--- src/rtl/arb_pkg.sv ---
package arb_pkg;

  localparam int unsigned ARB_NREQ = 3;
  localparam int unsigned ARB_SW   = $clog2(ARB_NREQ + 1);

  typedef enum logic [ARB_SW-1:0] {
    ST_IDLE = 2'd0,
    ST_OWN1 = 2'd1,
    ST_OWN2 = 2'd2,
    ST_OWN3 = 2'd3
  } arb_state_e;

  // lowest index wins: returns one-hot of the winning request, or zero
  function automatic logic [ARB_NREQ-1:0] pick_first(input logic [ARB_NREQ-1:0] req);
    logic [ARB_NREQ-1:0] res;
    res = '0;
    for (int i = ARB_NREQ - 1; i >= 0; i--) begin
      if (req[i]) begin
        res    = '0;
        res[i] = 1'b1;
      end
    end
    return res;
  endfunction

  // grant vector owned by a state
  function automatic logic [ARB_NREQ-1:0] gnt_of(input arb_state_e s);
    logic [ARB_NREQ-1:0] g;
    case (s)
      ST_OWN1: g = 3'b001;
      ST_OWN2: g = 3'b010;
      ST_OWN3: g = 3'b100;
      default: g = 3'b000;
    endcase
    return g;
  endfunction

  // state that owns a one-hot grant vector
  function automatic arb_state_e state_for(input logic [ARB_NREQ-1:0] oh);
    arb_state_e s;
    case (oh)
      3'b001:  s = ST_OWN1;
      3'b010:  s = ST_OWN2;
      3'b100:  s = ST_OWN3;
      default: s = ST_IDLE;
    endcase
    return s;
  endfunction

endpackage

--- src/rtl/arb_select.sv ---
module arb_select
  import arb_pkg::*;
(
  input  arb_state_e             cur_i,
  input  logic [ARB_NREQ-1:0]    req_i,
  output arb_state_e             nxt_o,
  output logic                   claim_o,
  output logic                   release_o
);

  logic [ARB_NREQ-1:0] winner;
  logic [ARB_NREQ-1:0] owned;
  logic                is_idle;

  assign winner    = pick_first(req_i);
  assign owned     = gnt_of(cur_i);
  assign is_idle   = (cur_i == ST_IDLE);
  assign claim_o   = is_idle && (req_i != '0);
  assign release_o = !is_idle && ((owned & req_i) == '0);

  always_comb begin
    nxt_o = cur_i;
    if (is_idle) begin
      nxt_o = state_for(winner);
    end else if (release_o) begin
      nxt_o = ST_IDLE;
    end
  end

endmodule

--- src/rtl/arb_state_reg.sv ---
module arb_state_reg
  import arb_pkg::*;
(
  input  logic       clk_i,
  input  logic       rst_ni,
  input  arb_state_e nxt_i,
  output arb_state_e cur_o
);

  always_ff @(posedge clk_i or negedge rst_ni) begin
    if (!rst_ni) cur_o <= ST_IDLE;
    else         cur_o <= nxt_i;
  end

endmodule

--- src/rtl/arb_grant_reg.sv ---
module arb_grant_reg
  import arb_pkg::*;
(
  input  logic                clk_i,
  input  logic                rst_ni,
  input  arb_state_e          nxt_i,
  output logic [ARB_NREQ-1:0] gnt_o
);

  // grants come straight from flops loaded with the decode of the next state
  always_ff @(posedge clk_i or negedge rst_ni) begin
    if (!rst_ni) gnt_o <= '0;
    else         gnt_o <= gnt_of(nxt_i);
  end

endmodule

--- src/rtl/prio_arbiter.sv ---
module prio_arbiter
  import arb_pkg::*;
(
  input  logic         clk_i,
  input  logic         rst_ni,
  input  logic [2:0]   req_i,
  output logic [2:0]   gnt_o
);

  arb_state_e cur_state;
  arb_state_e nxt_state;
  logic       claim_evt;
  logic       release_evt;

  arb_select u_sel (
    .cur_i     (cur_state),
    .req_i     (req_i),
    .nxt_o     (nxt_state),
    .claim_o   (claim_evt),
    .release_o (release_evt)
  );

  arb_state_reg u_state (
    .clk_i  (clk_i),
    .rst_ni (rst_ni),
    .nxt_i  (nxt_state),
    .cur_o  (cur_state)
  );

  arb_grant_reg u_gnt (
    .clk_i  (clk_i),
    .rst_ni (rst_ni),
    .nxt_i  (nxt_state),
    .gnt_o  (gnt_o)
  );

endmodule

--- config.mk ---
export PLATFORM = sky130hd
export DESIGN_NAME = prio_arbiter
export DESIGN_NICKNAME = d
export VERILOG_FILES = /design/src/rtl/arb_pkg.sv /design/src/rtl/arb_select.sv /design/src/rtl/arb_state_reg.sv /design/src/rtl/arb_grant_reg.sv /design/src/rtl/prio_arbiter.sv
export SDC_FILE = /design/constraint.sdc
export NUM_CORES = 1
export LEC_CHECK = 0
export BUFFER_PORTS_ARGS = -buffer_cell sky130_fd_sc_hd__buf_2
export CAP_MARGIN = 15
export CORE_AREA = 2 2 39 41
export CTS_BUF_LIST = sky130_fd_sc_hd__clkbuf_8
export DETAILED_ROUTE_END_ITERATION = 10
export DIE_AREA = 0 0 41 43
export PLACE_DENSITY_LB_ADDON = 0.05
export SLEW_MARGIN = 20
export SYNTH_ARGS = -nofsm -noshare
export SYNTH_HDL_FRONTEND = slang
export SYNTH_SLANG_ARGS = --single-unit
--- constraint.sdc ---
create_clock -name clk_i -period 1.3 [get_ports clk_i]
set_input_delay 0.26 -clock clk_i [delete_from_list [all_inputs] [get_ports clk_i]]
set_output_delay 0.26 -clock clk_i [all_outputs]
set_load 0.02 [all_outputs]
==> results of run 1 <==
-- path summary, 6_finish.rpt --
check,from,endpoint,cells after the start
max,u_gnt.gnt_o[0],gnt_o[0],1
min,req_i[0],u_state.cur_o[1],2
max reg2reg,u_state.cur_o[0],u_gnt.gnt_o[2],3
min reg2reg,u_state.cur_o[1],u_gnt.gnt_o[0],1
max in group asynchronous,rst_ni,u_state.cur_o[1],2
min in group asynchronous,rst_ni,u_gnt.gnt_o[2],2
-- placed cells by master, fill, tap and decap left out --
cell type      instances
inv_1                  2
o32ai_1                1
nor2_1                 1
clkbuf_8               3
dlygate4sd3_1          1
nor4_2                 1
nand3_1                1
o21ai_0                1
buf_2                  7
a21oi_1                3
nor2b_1                2
mux2i_1                1
nor3b_1                1
dfrtp_1                5
-- power groups by stage --
| stage | Sequential (mW) | Combinational, mW | Clock, mW |
|---|---|---|---|
| 2_1_floorplan | 0.228 | 0.0743 | 0 |
| 3_3_place_gp | 0.226 | 0.0989 | 0 |
| 3_5_place_dp | 0.227 | 0.0989 | 0 |
| 4_1_cts | 0.226 | 0.102 | 0.281 |
| 5_1_grt | 0.232 | 0.112 | 0.293 |
| 6_report | 0.226 | 0.0997 | 0.272 |
-- stage by stage --
stage | instance area (um^2) | total power [mW] | instances | hold slack [ns]
final | 319 | 0.598 | 46 | 0.309
after global routing | 319 | 0.638 | 46 | 0.323
after CTS | 319 | 0.609 | 46 | 0.307
after detailed placement | 264 | 0.326 | 41 | 0.0787
after global placement | 264 | 0.325 | 41 | 0.0800
after floorplan | 220 | 0.302 | 19 | -0.0356
-- cells in the mapped netlist --
library cell / instances / area share
o32ai_1: 1 / 0.040
mux2i_1: 1 / 0.045
nor4_2: 1 / 0.057
o21ai_0: 1 / 0.023
nand3_1: 1 / 0.023
nor2_1: 1 / 0.017
nor3b_1: 1 / 0.034
inv_1: 1 / 0.017
nor2b_1: 2 / 0.057
dfrtp_1: 5 / 0.57
a21oi_1: 3 / 0.068
buf_6: 1 / 0.051
-- state kept, by name, indices dropped and copies added (netlist names) --
name and cells:
u_gnt.gnt_o 3, u_state.cur_o 2
-- final cells by class --
type,count,area (um^2),area share
well taps,16,20.0,0.0627
flip-flops and latches,5,125,0.392
clock inverters,1,3.75,0.0118
repair buffers,8,45.0,0.141
inverters,1,3.75,0.0118
multi-input cells,12,80.1,0.251
clock buffers,3,41.3,0.129
-- per-layer routing --
layer / vias up / share of wire / global-route usage
met5: - / 0 / 0
met4: 0 / 0 / 0.0600
met3: 0 / 0.11 / 0.0366
met2: 9 / 0.46 / 0.0875
met1: 82 / 0.43 / 0.0649
li1: 89 / - / -
-- logic make-up after synthesis --
logic type / Yosys count
buffers and inverters: 2
muxes: 1
DFF: 5
and+or+nand+nor: 6
AOI/OAI and AO/OA: 5
==> impl_metrics.py, run 1 <==
metrics = {
    "status": {
        "status": "complete, no violations",
    },
    "logic_synthesis": {
        "synth_top_family_by_area": "simple AND/OR/NAND/NOR gates",
        "syn_inst": 19,
        "synth-xor-area-share": 0,
        "synth.distinct_cells": 12,
        "synth-seq-area-share": 0.568,
        "synth_adder_area_share": 0,
        "synth-simple-area-share": 0.188,
        "synth_compound_area_frac": 0.131,
        "avgSynthCellArea_um2": 11.6,
        "synth_mux_area_frac": 0.0455,
        "yosys_warnings": 0,
        "synth_area_um2": 220,
        "ys_ff_latch": 5,
        "synth.net_count": 24,
    },
    "critical_path": {
        "cp-end-kind": "primary output",
        "setup.worst_path.start_class": "flip-flop",
        "path_delay_family": "flip-flops",
        "arrival_ns": 0.73,
        "path_cells": "buf_2",
        "critPathMaxStageDelay_ns": 0.35,
        "regToRegSetupSlack_ns": 0.36,
        "crit_required_ns": 1.04,
        "cp_slowest_cell": "dfrtp_1",
        "critPathMaxFanout": 1,
        "crit_buf_inv": 1,
        "timing_worst_setup_path_type": "flip-flop to primary output",
    },
    "drt": {
        "first_pass_iters": 3,
        "drt-initial-drc-count": 4,
        "vias": 180,
        "postRouteAntennaNets": 0,
        "wl_um": 452,
        "via_per_inst": 3.91,
        "drcViolationCount": 0,
        "wl_per_cell_um": 9.83,
    },
    "finish": {
        "area_delta_synth_final_pct": 44.9,
        "fin_util": 0.231,
        "nets": 36,
        "final_layout_size_suffix_gt1_frac": 0.367,
        "antenna_cells": 0,
        "fillers": 157,
    },
    "sta": {
        "slew_headroom": 0.834,
        "drv_slew": 0,
        "hold_violations": 0,
        "fin_crit_ns": 0.986,
        "tightest_slew_ns": 0.249,
        "fin_ws_ns": 0.314,
        "min_period_over_period": 0.759,
        "clock-skew-final_ns": 0.00161,
        "fin_tns_setup_ns": 0,
        "setup_viol": 0,
        "rsz0062_at_grt": "no",
        "fmax_mhz": 1010,
    },
    "power_and_ir_drop": {
        "peakVddDrop_mv": 0.597,
        "p_sw_uw": 162,
        "cellPowerDensity_nw_per_um2": 1870,
        "seq_power_share": 0.378,
        "p_clk_frac": 0.455,
        "pwr-share-comb": 0.167,
        "internal-power_uw": 435,
        "netSwitchingFraction": 0.272,
        "p_leak_nw": 0.150,
    },
    "placement": {
        "dp_worst_setup_slack_ns": 0.348,
        "port_buffers": 7,
        "place.gp.congestion": 0.654,
    },
    "floorplanning": {
        "die_x_um": 41,
        "io_pins": 8,
        "rows": 14,
        "die_h_um": 43,
        "initial_utilization": 0.159,
        "die_area_um2": 1760,
        "fp.coreArea_um2": 1380,
    },
    "clock_network": {
        "h-tree-depth": 1,
        "root_buffer": "clkbuf_8",
        "cts_tree": "built",
        "clkSlewWorstSetupHoldPaths_ns": 0.03,
        "clock_sinks": 5,
        "cts_made_buffers": 3,
        "cts_resized": 0,
        "hold_buffers": 1,
        "clock_latency_ns": 0.22,
        "clockBufferDepth": 2,
        "cts_setup_buffers": 0,
    },
    "global_route": {
        "gr-usage-all-layers": 0.0645,
        "antenna_found_initial": 0,
        "grt_max_degree": 8,
        "first_global_vias": 183,
        "grt_pass1_wl_um": 724,
        "overflow": 0,
    },
    "run": {
        "maxCapViolations": 0,
    },
    "hold_path": {
        "hold_class": "input port to flip-flop",
    },
}
(Power assumes the default switching activity.)
==> run 2, diff against run 1 <==
- clock period: 1.3 -> 1 ns (I/O delays scaled with it)
==> run 2 against run 1 <==
  * Worst setup slack got worse by 0.26 ns
  * Clock skew is 0.0012 ns lower
  * Critical endpoint is now u_state.cur_o[1]
  * Die area stayed put
  * Clock-buffer cell count unchanged
  * Largest power group unchanged
  * Global-route usage rose by 1.0 points
  * Non-clock buffer count rose by 2
  * Critical path type is now flip-flop to flip-flop
  * Critical path depth rose by 2
  * Cell area is 5.1% higher
  * Total power is 37% higher
==> impl_metrics.py, run 2 (synthesized netlist as in run 1, its figures left out) <==
metrics = {
    "hold_path": {
        "hold_class": "input port to flip-flop",
    },
    "drt": {
        "wl_per_cell_um": 10.2,
        "wl_um": 488,
        "vias": 188,
        "drcViolationCount": 0,
        "postRouteAntennaNets": 0,
        "drt-initial-drc-count": 6,
        "first_pass_iters": 4,
        "via_per_inst": 3.92,
    },
    "placement": {
        "placed_cell_area_um2": 272,
        "place.gp.congestion": 0.677,
        "hpwl_um": 338,
        "port_buffers": 7,
    },
    "status": {
        "status": "complete, no violations",
    },
    "finish": {
        "fillers": 151,
        "layout_common_cells": "buf_2, dfrtp_1, a21oi_1, clkbuf_8",
        "largest_reg_flops": 3,
        "final_cell_area_um2": 335,
        "multi_input_area_um2": 80.1,
        "antenna_cells": 0,
        "area_delta_synth_final_pct": 52.3,
        "nets": 38,
        "regArea_um2": 126,
        "layout_commonest_cell": "buf_2",
        "final_layout_size_suffix_gt1_frac": 0.438,
        "largest-register": "u_gnt.gnt_o",
        "fin_util": 0.242,
        "reg_top3": "u_gnt.gnt_o (3), u_state.cur_o (2)",
    },
    "global_route": {
        "overflow": 0,
        "use_met3": 0.0314,
        "grt_busiest_layer": "met4",
        "antenna_found_initial": 0,
        "grt_pass1_wl_um": 772,
        "met1_usage": 0.0971,
        "grt.met2_usage": 0.0719,
        "gr-usage-all-layers": 0.0744,
        "first_global_vias": 183,
        "grt_max_degree": 8,
    },
    "sta": {
        "hold_violations": 0,
        "drv_slew": 0,
        "tightest_slew_ns": 0.207,
        "clock-skew-final_ns": 0.000448,
        "min_period_over_period": 0.946,
        "whs_ns": 0.234,
        "setup_viol": 0,
        "fin_crit_ns": 0.946,
        "fmax_mhz": 1060,
        "slew_headroom": 0.862,
        "rsz0062_at_grt": "yes",
    },
    "floorplanning": {
        "rows": 14,
        "die_area_um2": 1760,
        "initial_utilization": 0.159,
        "die_x_um": 41,
        "fp.coreArea_um2": 1380,
        "die_h_um": 43,
        "io_pins": 8,
    },
    "critical_path": {
        "setup.worst_path.start_class": "flip-flop",
        "timing_worst_setup_path_type": "flip-flop to flip-flop",
        "arrival_ns": 1.04,
        "critPathMaxFanout": 5,
        "cp-end-kind": "flip-flop",
        "crit_required_ns": 1.09,
    },
    "power_and_ir_drop": {
        "cellPowerDensity_nw_per_um2": 2450,
        "p_clk_frac": 0.442,
        "p_sw_uw": 227,
        "internal-power_uw": 595,
        "seq_power_share": 0.345,
        "p_leak_nw": 0.159,
        "netSwitchingFraction": 0.276,
        "pwr-share-comb": 0.213,
        "peakVddDrop_mv": 0.777,
    },
    "clock_network": {
        "cts_made_buffers": 3,
        "clock_latency_ns": 0.22,
        "cts_tree": "built",
        "root_buffer": "clkbuf_8",
        "h-tree-depth": 1,
        "clock_sinks": 5,
        "clkSlewWorstSetupHoldPaths_ns": 0.04,
        "clockBufferDepth": 2,
    },
    "run": {
        "maxCapViolations": 0,
    },
}
==> run 2: critical path: stages, from the launching register on <==
cell,delay [ns]
dfrtp_2,0.43
buf_4,0.15
mux2i_1,0.14
o32ai_1,0.10
==> run 2: power groups by stage <==
stage               Combinational [mW]  Clock, mW  Sequential [mW]
finish                           0.175      0.363            0.283
global route                     0.199      0.385            0.286
CTS                              0.151      0.374            0.287
detailed placement               0.148          0            0.290
global placement                 0.149          0            0.289
floorplan                       0.0966          0            0.297
==> run 2: path summary, 6_finish.rpt <==
| check | slack, ns | from | end | cells after the start |
|---|---|---|---|---|
| setup / recovery | 0.05 | u_state.cur_o[0] | u_state.cur_o[1] | 3 |
| hold / removal | 0.23 | req_i[0] | u_state.cur_o[1] | 2 |
| setup reg to reg | 0.05 | u_state.cur_o[0] | u_state.cur_o[1] | 3 |
| hold reg to reg | 0.54 | u_state.cur_o[1] | u_gnt.gnt_o[0] | 1 |
| max in group asynchronous | 0.52 | rst_ni | u_state.cur_o[0] | 2 |
| min in group asynchronous | 0.33 | rst_ni | u_gnt.gnt_o[2] | 2 |
==> run 2: layer usage <==
| metal | wire length, um | share of wire | vias to the layer above |
|---|---|---|---|
| li1 | - | - | 93 |
| met1 | 237 | 0.49 | 82 |
| met2 | 198 | 0.41 | 13 |
| met3 | 53 | 0.11 | 0 |
| met4 | 0 | 0 | 0 |
| met5 | 0 | 0 | - |
==> run 2: layout make-up <==
cell class | instances | share of cell area
Sequential cell | 5 | 0.377
Multi-Input combinational cell | 12 | 0.239
Timing Repair Buffer | 10 | 0.179
Clock buffer | 3 | 0.123
Tap cell | 16 | 0.0597
Clock inverter | 1 | 0.0112
Inverter | 1 | 0.0112
==> run 2: timing repair <==
item	in CTS	in global routing
buffers inserted	0	1
endpoints found under the setup margin	0	2
endpoints found under the hold margin	5	0
hold buffers	1	0
resized for setup	0	1
==> run 2: stage by stage <==
step	power, mW	TNS [ns]	cells	setup WS, ns
floorplan	0.393	0	19	0.0791
finish	0.821	0	48	0.0540
global placement	0.438	0	42	0.0444
global route	0.870	-0.00623	48	-0.00623
CTS	0.813	0	47	0.0503
detailed placement	0.437	0	42	0.0579
==> run 3, diff against run 2 <==
- clock period: 1 -> 1.05 ns (I/O delays scaled with it)
==> run 3 against run 2 <==
  * Global-route usage shrank 0.31 points
  * Cell area shrank 4.9%
  * Clock power shrank 6.3%
  * Critical path type unchanged
  * Critical endpoint is now u_gnt.gnt_o[2]
  * Total power shrank 9.9%
  * Wire length shrank 6.4%
  * Utilization shrank 1.2 points
  * Sequential share of layout area grew 1.5 points
  * Critical path depth is the same
  * Largest power group unchanged
==> impl_metrics.py, run 3 (synthesized netlist as in run 1, its figures left out) <==
metrics = {
    "power_and_ir_drop": {
        "peakVddDrop_mv": 0.811,
        "cellPowerDensity_nw_per_um2": 2320,
        "p_leak_nw": 0.150,
        "power_uw": 740,
    },
    "finish": {
        "reg_top3": "u_gnt.gnt_o (3), u_state.cur_o (2)",
        "antenna_cells": 0,
        "area_delta_synth_final_pct": 44.9,
        "instances_no_fill": 46,
        "layout_commonest_cell": "buf_2",
        "largest_reg_flops": 3,
        "layout_common_cells": "buf_2, dfrtp_1, a21oi_1, clkbuf_8",
        "nets": 36,
        "multi_input_area_um2": 80.1,
        "fin_util": 0.231,
        "final_layout_size_suffix_gt1_frac": 0.367,
        "largest-register": "u_gnt.gnt_o",
        "fillers": 151,
        "regArea_um2": 125,
    },
    "critical_path": {
        "rr_startpoint": "u_state.cur_o[0]",
        "arrival_ns": 1.11,
        "path_cells": "nor4_2 > a21oi_1 > nor2b_1",
        "worstRegToRegCells": 3,
        "critPathMaxStageDelay_ns": 0.45,
        "setup.worst_path.start_class": "flip-flop",
        "crit_buf_inv": 0,
        "path_delay_family": "flip-flops",
        "critPathMaxFanout": 7,
        "regToRegSetupSlack_ns": 0.09,
        "cp-end-kind": "flip-flop",
        "crit_required_ns": 1.20,
        "reg2reg_to": "u_gnt.gnt_o[2]",
        "timing_worst_setup_path_type": "flip-flop to flip-flop",
        "cp_slowest_cell": "dfrtp_1",
    },
    "hold_path": {
        "hold_class": "input port to flip-flop",
        "holdPathEnd": "u_state.cur_o[1]",
        "hold_start": "req_i[0]",
        "hold_depth": 2,
    },
    "run": {
        "maxCapViolations": 0,
    },
    "sta": {
        "slew_headroom": 0.837,
        "fin_tns_setup_ns": 0,
        "fin_crit_ns": 0.959,
        "tightest_slew_ns": 0.245,
        "drv_slew": 0,
        "rsz0062_at_grt": "no",
        "fmax_mhz": 1040,
        "clock-skew-final_ns": 0.00155,
        "min_period_over_period": 0.913,
        "setup_viol": 0,
        "fin_ws_ns": 0.0913,
        "hold_violations": 0,
    },
    "drt": {
        "drcViolationCount": 0,
        "postRouteAntennaNets": 0,
        "top_layer": "met3",
        "vias": 170,
        "first_pass_iters": 2,
        "wl_um": 457,
        "drt-initial-drc-count": 1,
        "wl_met2_um": 196,
        "drt-met1-wl_um": 227,
        "via_per_inst": 3.70,
        "wl_met3_um": 33,
        "wl_per_cell_um": 9.93,
    },
    "clock_network": {
        "clock_latency_ns": 0.22,
        "clock_sinks": 5,
        "cts_setup_buffers": 0,
        "clkSlewWorstSetupHoldPaths_ns": 0.04,
        "cts_made_buffers": 3,
        "h-tree-depth": 1,
        "cts_resized": 0,
        "root_buffer": "clkbuf_8",
        "cts_tree": "built",
        "clockBufferDepth": 2,
    },
    "global_route": {
        "overflow": 0,
        "grt_pass1_wl_um": 731,
        "gr-usage-all-layers": 0.0714,
        "antenna_found_initial": 0,
        "first_global_vias": 176,
        "grt_max_degree": 8,
    },
    "floorplanning": {
        "die_x_um": 41,
        "die_h_um": 43,
        "io_pins": 8,
        "fp.coreArea_um2": 1380,
        "initial_utilization": 0.159,
        "die_area_um2": 1760,
        "rows": 14,
    },
    "status": {
        "status": "complete, no violations",
    },
    "placement": {
        "place_inst": 41,
        "place.gp.congestion": 0.685,
        "dp_worst_setup_slack_ns": 0.0924,
        "port_buffers": 7,
    },
}
-- run 3: cell types whose count changed in the layout (fill, tap and decap cells not counted) --
cell	delta
dfrtp_1	+1
dfrtp_2	-1
buf_4	-2
-- run 3: worst max-delay path by stage --
stage               cells past startpoint  slack (ns)              to             start
detailed placement                      3        0.09  u_gnt.gnt_o[2]  u_state.cur_o[0]
global placement                        3        0.08  u_gnt.gnt_o[2]  u_state.cur_o[0]
global route                            3        0.03  u_gnt.gnt_o[2]  u_state.cur_o[0]
finish                                  3        0.09  u_gnt.gnt_o[2]  u_state.cur_o[0]
floorplan                               4        0.13  u_gnt.gnt_o[2]  u_state.cur_o[0]
CTS                                     3        0.08  u_gnt.gnt_o[2]  u_state.cur_o[0]
-- run 3: layout make-up --
class | count | area share
Sequential cell | 5 | 0.392
Multi-Input combinational cell | 12 | 0.251
Timing Repair Buffer | 8 | 0.141
Clock buffer | 3 | 0.129
Tap cell | 16 | 0.0627
Clock inverter | 1 | 0.0118
Inverter | 1 | 0.0118
-- run 3: what timing repair did --
item	in CTS	in global routing
endpoints found under the setup margin	0	0
endpoints found under the hold margin	5	0
hold buffers	1	0
-- run 3: per-layer routing --
metal / vias up / track usage
li1: 88 / -
met1: 75 / 0.0774
met2: 7 / 0.0781
met3: 0 / 0.0366
met4: 0 / 0.100
met5: - / 0
-- run 3: power by group --
| part | internal (mW) | total, mW | switching [mW] |
|---|---|---|---|
| clock | 0.250 | 0.340 | 0.0899 |
| sequential | 0.233 | 0.278 | 0.0447 |
| combinational | 0.0556 | 0.122 | 0.0667 |
| total | 0.539 | 0.740 | 0.201 |
-- run 3: metrics by stage --
step                      hold WS, ns  instance area, um^2
final                           0.248                  319
after global routing            0.251                  319
after CTS                       0.241                  319
after detailed placement       0.0362                  264
after global placement         0.0309                  264
after floorplan               -0.0856                  220
